`src/rtl/ws_pkg.sv`:
```
package ws_pkg;
  localparam int WAIT_W = 5;
  localparam int CFG_W  = 16;
  localparam int N_WIN  = 3;

  localparam int SRAM_LSB = 0;
  localparam int WIN_LSB  = 2;
  localparam int WIN_STEP = 3;
  localparam int PF_BIT   = 14;

  localparam logic [3:0] REG_XRAM = 4'd2;
  localparam logic [3:0] REG_ROM0 = 4'd8;
  localparam logic [3:0] REG_ROMN = 4'd13;
  localparam logic [3:0] REG_SRAM = 4'd14;

  typedef enum logic [1:0] {
    WID_8  = 2'd0,
    WID_16 = 2'd1,
    WID_32 = 2'd2,
    WID_RS = 2'd3
  } width_e;

  typedef struct packed {
    logic [WAIT_W-1:0] n16;
    logic [WAIT_W-1:0] s16;
    logic [WAIT_W-1:0] n32;
    logic [WAIT_W-1:0] s32;
    logic [WAIT_W-1:0] p16;
    logic [WAIT_W-1:0] p32;
  } timing_t;

  localparam timing_t ZERO_T = '0;
  localparam timing_t XRAM_T = '{n16: 5'd2, s16: 5'd2, n32: 5'd5, s32: 5'd5,
                                 p16: 5'd2, p32: 5'd5};

  function automatic logic [WAIT_W-1:0] code_to_wait(input logic [1:0] code);
    case (code)
      2'd0:    code_to_wait = 5'd4;
      2'd1:    code_to_wait = 5'd3;
      2'd2:    code_to_wait = 5'd2;
      default: code_to_wait = 5'd8;
    endcase
  endfunction
endpackage

```
`src/rtl/ws_cfg_reg.sv`:
```
module ws_cfg_reg
  import ws_pkg::*;
(
  input  logic                       clk_i,
  input  logic                       rst_ni,
  input  logic                       we_i,
  input  logic [CFG_W-1:0]           wdata_i,
  output logic [CFG_W-1:0]           cfg_o,
  output timing_t [N_WIN-1:0]        win_o,
  output timing_t                    sram_o
);
  localparam logic [WAIT_W-1:0] ONE = WAIT_W'(1);

  logic [CFG_W-1:0] cfg_q;
  logic             pf_en;

  always_ff @(posedge clk_i or negedge rst_ni) begin
    if (!rst_ni) cfg_q <= '0;
    else if (we_i) cfg_q <= wdata_i;
  end

  assign cfg_o = cfg_q;
  assign pf_en = cfg_q[PF_BIT];

  for (genvar w = 0; w < N_WIN; w++) begin : g_win
    logic [1:0]        first_code;
    logic              seq_fast;
    logic [WAIT_W-1:0] n16, s16;

    assign first_code = cfg_q[WIN_LSB + WIN_STEP*w +: 2];
    assign seq_fast   = cfg_q[WIN_LSB + WIN_STEP*w + 2];
    assign n16        = code_to_wait(first_code);
    assign s16        = seq_fast ? ONE : WAIT_W'(2 << w);

    assign win_o[w].n16 = n16;
    assign win_o[w].s16 = s16;
    assign win_o[w].n32 = n16 + ONE + s16;
    assign win_o[w].s32 = (s16 << 1) + ONE;
    assign win_o[w].p16 = pf_en ? '0 : s16;
    assign win_o[w].p32 = pf_en ? '0 : ((s16 << 1) + ONE);
  end

  logic [WAIT_W-1:0] sw, sw32;
  assign sw   = code_to_wait(cfg_q[SRAM_LSB +: 2]);
  assign sw32 = (sw << 1) + ONE;
  assign sram_o = '{n16: sw, s16: sw, n32: sw32, s32: sw32, p16: sw, p32: sw32};

  AST_CFG_WRITE: assert property (@(posedge clk_i) disable iff (!rst_ni)
    we_i |=> cfg_q == $past(wdata_i));
  AST_CFG_HOLD: assert property (@(posedge clk_i) disable iff (!rst_ni)
    !we_i |=> $stable(cfg_q));
endmodule

```
`src/rtl/ws_lut.sv`:
```
module ws_lut
  import ws_pkg::*;
#(
  parameter int REGION_W = 4
) (
  input  logic                clk_i,
  input  logic                rst_ni,
  input  logic [REGION_W-1:0] region_i,
  input  logic [1:0]          width_i,
  input  logic                seq_i,
  input  timing_t [N_WIN-1:0] win_i,
  input  timing_t             sram_i,
  output logic [WAIT_W-1:0]   wait_o,
  output logic [WAIT_W-1:0]   pf_o,
  output logic [WAIT_W-1:0]   n32_o,
  output logic [WAIT_W-1:0]   s32_o
);
  localparam int WIDX_W = $clog2(N_WIN);

  timing_t           sel;
  logic              wide;
  logic [REGION_W-1:0] rel;
  logic [WIDX_W-1:0] widx;

  // mirror pair shares one window: drop the low region bit
  assign rel  = region_i - REGION_W'(REG_ROM0);
  assign widx = WIDX_W'(rel >> 1);

  always_comb begin
    sel = ZERO_T;
    if (region_i == REGION_W'(REG_XRAM)) begin
      sel = XRAM_T;
    end else if (region_i >= REGION_W'(REG_ROM0) && region_i <= REGION_W'(REG_ROMN)) begin
      sel = win_i[widx];
    end else if (region_i == REGION_W'(REG_SRAM)) begin
      sel = sram_i;
    end
  end

  assign wide   = (width_e'(width_i) == WID_32);
  assign wait_o = seq_i ? (wide ? sel.s32 : sel.s16) : (wide ? sel.n32 : sel.n16);
  assign pf_o   = wide ? sel.p32 : sel.p16;
  assign n32_o  = sel.n32;
  assign s32_o  = sel.s32;

  AST_UNMAPPED_ZERO: assert property (@(posedge clk_i) disable iff (!rst_ni)
    (region_i == '1) |-> (wait_o == '0 && pf_o == '0 && n32_o == '0));
  AST_XRAM_FIXED: assert property (@(posedge clk_i) disable iff (!rst_ni)
    (region_i == REGION_W'(REG_XRAM)) |-> (wait_o == (wide ? 5'd5 : 5'd2)));
endmodule

```
`src/rtl/ws_burst.sv`:
```
module ws_burst
  import ws_pkg::*;
#(
  parameter int BURST_W = 5,
  parameter int CYC_W   = 12
) (
  input  logic               clk_i,
  input  logic               rst_ni,
  input  logic [BURST_W-1:0] len_i,
  input  logic [WAIT_W-1:0]  n32_i,
  input  logic [WAIT_W-1:0]  s32_i,
  output logic [CYC_W-1:0]   cycles_o
);
  logic [CYC_W-1:0] first_cost, step_cost, rest_cnt, rest_cost;

  assign first_cost = CYC_W'(n32_i) + CYC_W'(1);
  assign step_cost  = CYC_W'(s32_i) + CYC_W'(1);
  assign rest_cnt   = CYC_W'(len_i - BURST_W'(1));
  assign rest_cost  = rest_cnt * step_cost;
  assign cycles_o   = (len_i == '0) ? '0 : (first_cost + rest_cost);

  AST_BURST_EMPTY: assert property (@(posedge clk_i) disable iff (!rst_ni)
    (len_i == '0) |-> (cycles_o == '0));
  AST_BURST_SINGLE: assert property (@(posedge clk_i) disable iff (!rst_ni)
    (len_i == BURST_W'(1)) |-> (cycles_o == CYC_W'(n32_i) + CYC_W'(1)));
endmodule

```
`src/rtl/ws_seq.sv`:
```
module ws_seq
  import ws_pkg::*;
#(
  parameter int CYC_W = 12
) (
  input  logic              clk_i,
  input  logic              rst_ni,
  input  logic              req_i,
  input  logic              store_i,
  input  logic [WAIT_W-1:0] wait_i,
  output logic              busy_o,
  output logic              done_o
);
  logic             active_q, done_q;
  logic [CYC_W-1:0] cnt_q, total;

  assign total = CYC_W'(wait_i) + (store_i ? CYC_W'(1) : CYC_W'(2));

  always_ff @(posedge clk_i or negedge rst_ni) begin
    if (!rst_ni) begin
      active_q <= 1'b0;
      done_q   <= 1'b0;
      cnt_q    <= '0;
    end else begin
      done_q <= 1'b0;
      if (active_q) begin
        if (cnt_q == '0) begin
          active_q <= 1'b0;
          done_q   <= 1'b1;
        end else begin
          cnt_q <= cnt_q - CYC_W'(1);
        end
      end else if (req_i) begin
        // length latched at start; later config writes do not reach it
        active_q <= 1'b1;
        cnt_q    <= total - CYC_W'(1);
      end
    end
  end

  assign busy_o = active_q;
  assign done_o = done_q;

  AST_DONE_PULSE: assert property (@(posedge clk_i) disable iff (!rst_ni)
    done_o |=> !done_o);
  AST_DONE_AFTER_BUSY: assert property (@(posedge clk_i) disable iff (!rst_ni)
    $rose(done_o) |-> $past(busy_o));
  AST_LEN_LOCKED: assert property (@(posedge clk_i) disable iff (!rst_ni)
    (active_q && cnt_q != '0) |=> (active_q && cnt_q == $past(cnt_q) - CYC_W'(1)));
endmodule

```
`src/rtl/wait_state_gen.sv`:
```
module wait_state_gen
  import ws_pkg::*;
#(
  parameter int REGION_W = 4,
  parameter int BURST_W  = 5,
  parameter int CYC_W    = 12
) (
  input  logic                clk_i,
  input  logic                rst_ni,
  input  logic                cfg_we_i,
  input  logic [CFG_W-1:0]    cfg_wdata_i,
  output logic [CFG_W-1:0]    cfg_rdata_o,
  input  logic                req_i,
  input  logic [REGION_W-1:0] region_i,
  input  logic [1:0]          width_i,
  input  logic                seq_i,
  input  logic                store_i,
  output logic                busy_o,
  output logic                done_o,
  output logic [WAIT_W-1:0]   pf_wait_o,
  input  logic [BURST_W-1:0]  burst_len_i,
  output logic [CYC_W-1:0]    burst_cycles_o
);
  timing_t [N_WIN-1:0] win_t;
  timing_t             sram_t;
  logic [WAIT_W-1:0]   acc_wait, n32, s32;

  ws_cfg_reg u_cfg (
    .clk_i   (clk_i),
    .rst_ni  (rst_ni),
    .we_i    (cfg_we_i),
    .wdata_i (cfg_wdata_i),
    .cfg_o   (cfg_rdata_o),
    .win_o   (win_t),
    .sram_o  (sram_t)
  );

  ws_lut #(.REGION_W(REGION_W)) u_lut (
    .clk_i    (clk_i),
    .rst_ni   (rst_ni),
    .region_i (region_i),
    .width_i  (width_i),
    .seq_i    (seq_i),
    .win_i    (win_t),
    .sram_i   (sram_t),
    .wait_o   (acc_wait),
    .pf_o     (pf_wait_o),
    .n32_o    (n32),
    .s32_o    (s32)
  );

  ws_burst #(.BURST_W(BURST_W), .CYC_W(CYC_W)) u_burst (
    .clk_i    (clk_i),
    .rst_ni   (rst_ni),
    .len_i    (burst_len_i),
    .n32_i    (n32),
    .s32_i    (s32),
    .cycles_o (burst_cycles_o)
  );

  ws_seq #(.CYC_W(CYC_W)) u_seq (
    .clk_i   (clk_i),
    .rst_ni  (rst_ni),
    .req_i   (req_i),
    .store_i (store_i),
    .wait_i  (acc_wait),
    .busy_o  (busy_o),
    .done_o  (done_o)
  );

  AST_PF_ZERO: assert property (@(posedge clk_i) disable iff (!rst_ni)
    (cfg_rdata_o[PF_BIT] && region_i >= REGION_W'(REG_ROM0) && region_i <= REGION_W'(REG_ROMN))
      |-> (pf_wait_o == '0));
  AST_REQ_IGNORED: assert property (@(posedge clk_i) disable iff (!rst_ni)
    (busy_o && !done_o && req_i && $past(busy_o) && $past(busy_o)) |=> (busy_o || done_o));
endmodule

```
`config.mk`:
```
export PLATFORM = sky130hd
export DESIGN_NAME = wait_state_gen
export DESIGN_NICKNAME = d
export VERILOG_FILES = /design/src/rtl/ws_pkg.sv /design/src/rtl/ws_cfg_reg.sv /design/src/rtl/ws_lut.sv /design/src/rtl/ws_burst.sv /design/src/rtl/ws_seq.sv /design/src/rtl/wait_state_gen.sv
export SDC_FILE = /design/constraint.sdc
export NUM_CORES = 1
export LEC_CHECK = 0
export BUFFER_PORTS_ARGS = -buffer_cell sky130_fd_sc_hd__buf_2
export CELL_PAD_IN_SITES_DETAIL_PLACEMENT = 1
export CELL_PAD_IN_SITES_GLOBAL_PLACEMENT = 1
export CORE_ASPECT_RATIO = 1.2
export CORE_MARGIN = 10
export CORE_UTILIZATION = 35
export DETAILED_ROUTE_END_ITERATION = 12
export PLACE_DENSITY = 0.7
export SYNTH_ARGS = -nofsm -noshare
export SYNTH_HDL_FRONTEND = slang
export SYNTH_SLANG_ARGS = --single-unit
```
`constraint.sdc`:
```
create_clock -name clk_i -period 12.45 [get_ports clk_i]
set_clock_uncertainty 0.15 [all_clocks]
set_input_delay 2.49 -clock clk_i [delete_from_list [all_inputs] [get_ports clk_i]]
set_output_delay 2.49 -clock clk_i [all_outputs]
set_load 0.01 [all_outputs]
```
* Yosys cells after proc, flatten, opt, wreduce, memory -nomap -nowiden
Index checks and enable logic that the tools add are counted.
W data, S select, Z words.
** Cells by class
- Add/sub/neg operators :: 18
- $mul :: 1
- Muxes and demuxes :: 32
- Reduce and logical (&&, ||, !) cells :: 9
- Equal/unequal tests :: 12
- Magnitude comparators :: 3
** Operators with widths (number)
- $mux W30 :: 3
- $bmux W30 S2 :: 1
- $mux W5 :: 10
- $mux W12 :: 4
- $pmux W4 S3 :: 4
- $mux W29 :: 1
- $sub A12 B1 Y12 const B :: 2
- $add A5 B1 Y5 const B :: 4
- $add A4 B1 Y5 const B :: 3
- $add A5 B5 Y5 :: 3
- $add A12 B12 Y12 :: 1
- $add A5 B1 Y6 const B :: 2
- $add A5 B12 Y12 :: 1
- $logic_not A12 Y1 :: 1
- $mul A12 B12 Y12 :: 1
- $eq A2 B2 Y1 const B :: 5
- $eq A2 B1 Y1 const B :: 4
- $logic_not A2 Y1 :: 4
- $sub A5 B1 Y6 const B :: 1
- $logic_not A5 Y1 :: 1
- $mux W1 :: 5
- $eq A4 B2 Y1 const B :: 1
- $eq A4 B4 Y1 const B :: 1
- $ge A4 B4 Y1 const B :: 1
- 10 further kinds :: 11
** Storage, ports and cells
- Register bits :: 30
- Output and inout port bits :: 35

* Depth between registers and ports, before layout
- Depth after elaboration :: 14
- Mapped depth :: 24
- Depth with buffers taken out :: 24

* Modules after synthesis
Synthesis repeated with hierarchy kept, for this count alone.
** Second synthesis, totals
- Cells, all modules :: 678
- Area total of the unflattened synthesis :: 5815.6 µm²
** By module, submodules not included
- ws_burst :: cells an instance 227, area an instance 1825.5 µm², seq. area each 0.0 µm², instances 1
- ws_cfg_reg :: cells an instance 188, area an instance 1689.1 µm², seq. area each 400.4 µm², instances 1
- ws_lut :: cells an instance 155, area an instance 1303.8 µm², seq. area each 0.0 µm², instances 1
- ws_seq :: cells an instance 108, area an instance 997.2 µm², seq. area each 350.3 µm², instances 1

* Worst setup path before layout
OpenSTA, ideal clock, no wires.
- Path type :: input to output
- From :: input region_i[3]
- To :: output burst_cycles_o[9]
- Arrival :: 7.476 ns
- Setup slack :: 2.334 ns
- Cell stages on the path :: 22
- Path buffers :: 2
- Cells stage by stage :: buf_2 clkbuf_1 nand2_1 nand2_1 ha_1 nand3_2 xnor2_2 or2_1 fa_1 fa_1 inv_1 fa_1 inv_1 fa_1 inv_1 ha_1 o21a_1 o31a_1 o31a_1 o21a_1 o21a_1 nor3_1
** Between the ends
- Cells in the longest elaborated chain, start to end :: 8
- Elaborated cells between the ends (all ways) :: 13
- Classes of those cells :: 3 x add/sub; 1 x mul; 2 x order compare; 2 x eq/ne; 4 x mux; 1 x reduce/logical
** RTL lines
- from (decl) :: line wait_state_gen.sv:14 : input logic [REGION_W-1:0] region_i,
- $ge A4 B4 Y1 (tied with other cells) :: line ws_lut.sv:33 : end else if (region_i >= REGION_W'(REG_ROM0) && region_i <= REGION_W'(REG_ROMN)) begin
- $logic_and A1 B1 Y1 or $mux W29 (tied branches) :: line ws_lut.sv:33, ws_lut.sv:35
- $mux W30 :: line ws_lut.sv:33
- $mux W30 (*) :: line ws_lut.sv:31 : if (region_i == REGION_W'(REG_XRAM)) begin
- $add A5 B1 Y6 :: line ws_burst.sv:17 : assign step_cost = CYC_W'(s32_i) + CYC_W'(1);
- $mul A12 B12 Y12 :: line ws_burst.sv:19 : assign rest_cost = rest_cnt * step_cost;
- $add A12 B12 Y12 (*) :: line ws_burst.sv:20 : assign cycles_o = (len_i == '0) ? '0 : (first_cost + rest_cost);
- $mux W12 (*) :: line ws_burst.sv:20
- to (decl) :: line wait_state_gen.sv:22 : output logic [CYC_W-1:0] burst_cycles_o
Every way passes the cells marked *; elsewhere a longest branch is shown, timed or not.

* Worst setup path after layout
- From :: input region_i[2]
- To :: output burst_cycles_o[9]
** Between the ends
- Cells in the longest elaborated chain, start to end :: 9
- Elaborated cells between the ends (all ways) :: 16
- Classes of those cells :: 4 x add/sub; 1 x mul; 2 x order compare; 2 x eq/ne; 6 x mux; 1 x reduce/logical
** RTL lines
- $sub A3 B1 Y3 :: line ws_lut.sv:26 : assign rel = region_i - REGION_W'(REG_ROM0);
- $bmux W30 S2 :: line ws_lut.sv:34 : sel = win_i[widx];
- $mux W30 (not written as such) :: line ws_lut.sv:34
- $mux W30 :: line ws_lut.sv:33
- $mux W30 (*) :: line ws_lut.sv:31
- $add A5 B1 Y6 :: line ws_burst.sv:17
- $mul A12 B12 Y12 :: line ws_burst.sv:19
- $add A12 B12 Y12 (*) :: line ws_burst.sv:20
- $mux W12 (*) :: line ws_burst.sv:20
Every way passes the cells marked *; elsewhere a longest branch is shown, timed or not. The select of a mux whose other input is x is not followed.

==> results.sh <==
export IMPL_dr_pass1_iters=4
export IMPL_die_x_um=124
export IMPL_cts_resized=0
export IMPL_cts_tree="built"
export IMPL_fillers=1595
export IMPL_drtAntennaViolNets=0
export IMPL_cts_setup_buffers=0
export IMPL_drive_gt1_frac=0.181
export IMPL_rsz0062_at_grt="false"
export IMPL_antenna_cells=0
export IMPL_postCtsHoldBufs=0
export IMPL_gr_total_overflow=0
export IMPL_pwr_share_seq=0.272
export IMPL_synth_main_ff_cell="dfrtp_1"
export IMPL_crit_fanout=26
export IMPL_power_total_uw=566
export IMPL_wl_um=12400
export IMPL_syn_instance_count=541
export IMPL_synth_nets=662
export IMPL_synth_seq_area_share=0.164
export IMPL_wl_per_cell_um=16.3
export IMPL_syn_avg_cell_area_um2=8.47
export IMPL_yosysTopAreaCell="dfrtp_1"
export IMPL_swShare=0.417
export IMPL_fp_coreArea_um2=12700
export IMPL_worst_setup_path_end_kind="output pin"
export IMPL_final_hold_viol_count=0
export IMPL_setup_tns_ns=0
export IMPL_grt_pass1_wl_um=21100
export IMPL_maxCapViolations=0
export IMPL_place_congestion=0.869
export IMPL_synth_compound_area_frac=0.178
export IMPL_fmax_ghz=0.0933
export IMPL_via_per_inst=5.27
export IMPL_syn_area_um2=4580
export IMPL_combPwrFrac=0.515
export IMPL_ys_ff_latch=30
export IMPL_synth_simple_gate_area_frac=0.181
export IMPL_holdWs_ns=0.348
export IMPL_synthMuxAreaShare=0.0544
export IMPL_cts_sinks=30
export IMPL_cts_max_path_buffers=2
export IMPL_max_slew_margin=0.346
export IMPL_die_h_um=145
export IMPL_synth_edf_count=0
export IMPL_ys_async_sr_fraction=1.00
export IMPL_p_sw_uw=236
export IMPL_netlist_area_leader_share=0.164
export IMPL_crit_path_start_kind="input port"
export IMPL_ios=68
export IMPL_cts_max_level=2
export IMPL_clockPowerShare=0.213
export IMPL_first_iter_violations=178
export IMPL_synth_top_family_by_area="adder cells"
export IMPL_initial_utilization=0.360
export IMPL_p_leak_nw=2.54
export IMPL_synth_adder_area_share=0.293
export IMPL_grt_pass1_vias=4443
export IMPL_outcome="finished clean"
export IMPL_synth_warnings=0
export IMPL_internal_power_uw=330
export IMPL_period_minus_slack_ns=10.71
export IMPL_cp_data_required_time_ns=9.81
export IMPL_synth_area_leaders="dfrtp_1 16%, ha_1 15%, fa_1 14%"
export IMPL_grt_util_all_layers=0.134
export IMPL_synthMostInstantiatedCell="inv_1"
export IMPL_setup_violations=0
export IMPL_crit_type="input port to output pin"
export IMPL_cts_root_buf="clkbuf_16"
export IMPL_drc=0
export IMPL_vias=4012
export IMPL_rows=45
export IMPL_drv_slew=0
export IMPL_antenna_found_initial=0
export IMPL_synth_xor_area_share=0.0473
export IMPL_numCtsBuffers=5
export IMPL_numPortBuffers=67
export IMPL_ys_types=68
export IMPL_grt_max_degree=34
export IMPL_finalNetCount=717
export IMPL_dieArea_um2=18100
export IMPL_power_per_cell_area_nw_per_um2=109
export IMPL_crit_arrival_ns=8.07
export IMPL_insertion_delay_ns=0.28
export IMPL_min_period_over_period=0.860
export IMPL_syn_to_final_growth_pct=12.9
export IMPL_worst_slew_pin_slew_ns=0.982
export IMPL_multi_input_comb_area_um2=3450
export IMPL_synth_common_cells="69 x inv_1, 56 x ha_1, 52 x nor2_1"
export IMPL_ir_worst_vdd_uv=96.9
export IMPL_min_path_type="flop to flop"
export IMPL_final_seq_area_um2=751
export IMPL_dp_hpwl_um=10400
export IMPL_clk_pin_slew_worst_paths_ns=0.05
[final cells by class]
class | instances | share of cell area
tap | 164 | 0.0397
sequential | 30 | 0.145
timing repair buffer | 69 | 0.0677
multi-input combinational | 418 | 0.667
clock inverter | 1 | 0.000967
clock buffer | 7 | 0.0276
inverter | 72 | 0.0522
[critical path: stages]
cell and delay, ns:
buf_2 0.40, inv_1 0.26, o21ai_0 0.18, nand2_1 0.20, ha_1 0.26, xnor2_1 0.42, or2_2 0.21, fa_1 0.43
fa_1 0.49, inv_1 0.05, fa_1 0.52, inv_1 0.05, fa_1 0.53, inv_1 0.04, ha_1 0.33, o21a_1 0.12
o31a_1 0.13, o31a_1 0.29, o21a_1 0.21, o21a_1 0.17, nor3_1 0.12, buf_2 0.16
[state kept, by name, summed over array words and instances, names as in the netlist]
| signal | count |
|---|---|
| u_cfg.cfg_o | 16 |
| u_seq.busy_o | 1 |
| u_seq.cnt_q | 12 |
| u_seq.done_o | 1 |
[placed cells by master (no fill, tap or decap), types with 9 or more instances in the layout]
cell type,count
fa_1,32
buf_2,67
xnor2_1,10
inv_1,69
nor3_1,12
mux2_2,11
ha_1,56
xor2_1,11
nand3_1,9
nor2b_1,13
o21a_1,10
a21oi_1,25
o21ai_0,38
nand2_1,33
dfrtp_1,30
nor2_1,52
[logic make-up (layout without fill, tap and decap cells)]
logic type                 Yosys count  after routing
adders and majority gates           88             88
and+or+nand+nor                    160            160
xor gates and xnor gates            23             23
AOI/OAI and AO/OA                  126            126
DFF                                 30             30
muxes                               21             21
buffers and inverters               93            149
[worst paths after layout]
check                                            startpoint                           to  slack (ns)  cells after the start
worst max-delay path                            region_i[2]            burst_cycles_o[9]        1.74                     22
worst min-delay path            u_cfg.cfg_o[11]$_DFFE_PN0P_  u_cfg.cfg_o[11]$_DFFE_PN0P_        0.35                      1
worst max register to register   u_cfg.cfg_o[3]$_DFFE_PN0P_   u_seq.cnt_q[5]$_DFFE_PN0P_        8.09                     22
worst min register to register  u_cfg.cfg_o[11]$_DFFE_PN0P_  u_cfg.cfg_o[11]$_DFFE_PN0P_        0.35                      1
max in group asynchronous                            rst_ni   u_cfg.cfg_o[7]$_DFFE_PN0P_        9.59                      1
min in group asynchronous                            rst_ni   u_seq.cnt_q[8]$_DFFE_PN0P_        2.10                      1
[stage by stage]
step           instances   util  cell area, µm²  setup WS, ns
2_1_floorplan        541      -            4580          2.33
3_3_place_gp         753  0.395            5030          1.91
3_5_place_dp         753  0.395            5030          1.75
4_1_cts              761  0.407            5170          1.74
5_1_grt              761  0.407            5170          1.34
6_report             761  0.407            5170          1.74
[metal layers]
| layer | routed length, µm | GRT usage | part of all wire |
|---|---|---|---|
| met4 | 257 | 0.0467 | 0.021 |
| met1 | 5600 | 0.161 | 0.45 |
| met2 | 6020 | 0.231 | 0.48 |
| met3 | 566 | 0.0277 | 0.045 |
| met5 | 0 | 0 | 0 |
[power groups by stage]
stage,registers [mW],logic [mW],clock network (mW)
4_1_cts,0.154,0.298,0.125
3_5_place_dp,0.154,0.294,0
2_1_floorplan,0.148,0.211,0
3_3_place_gp,0.152,0.288,0
5_1_grt,0.159,0.336,0.129
6_report,0.154,0.292,0.121
Power figures use the tool's default switching activity.
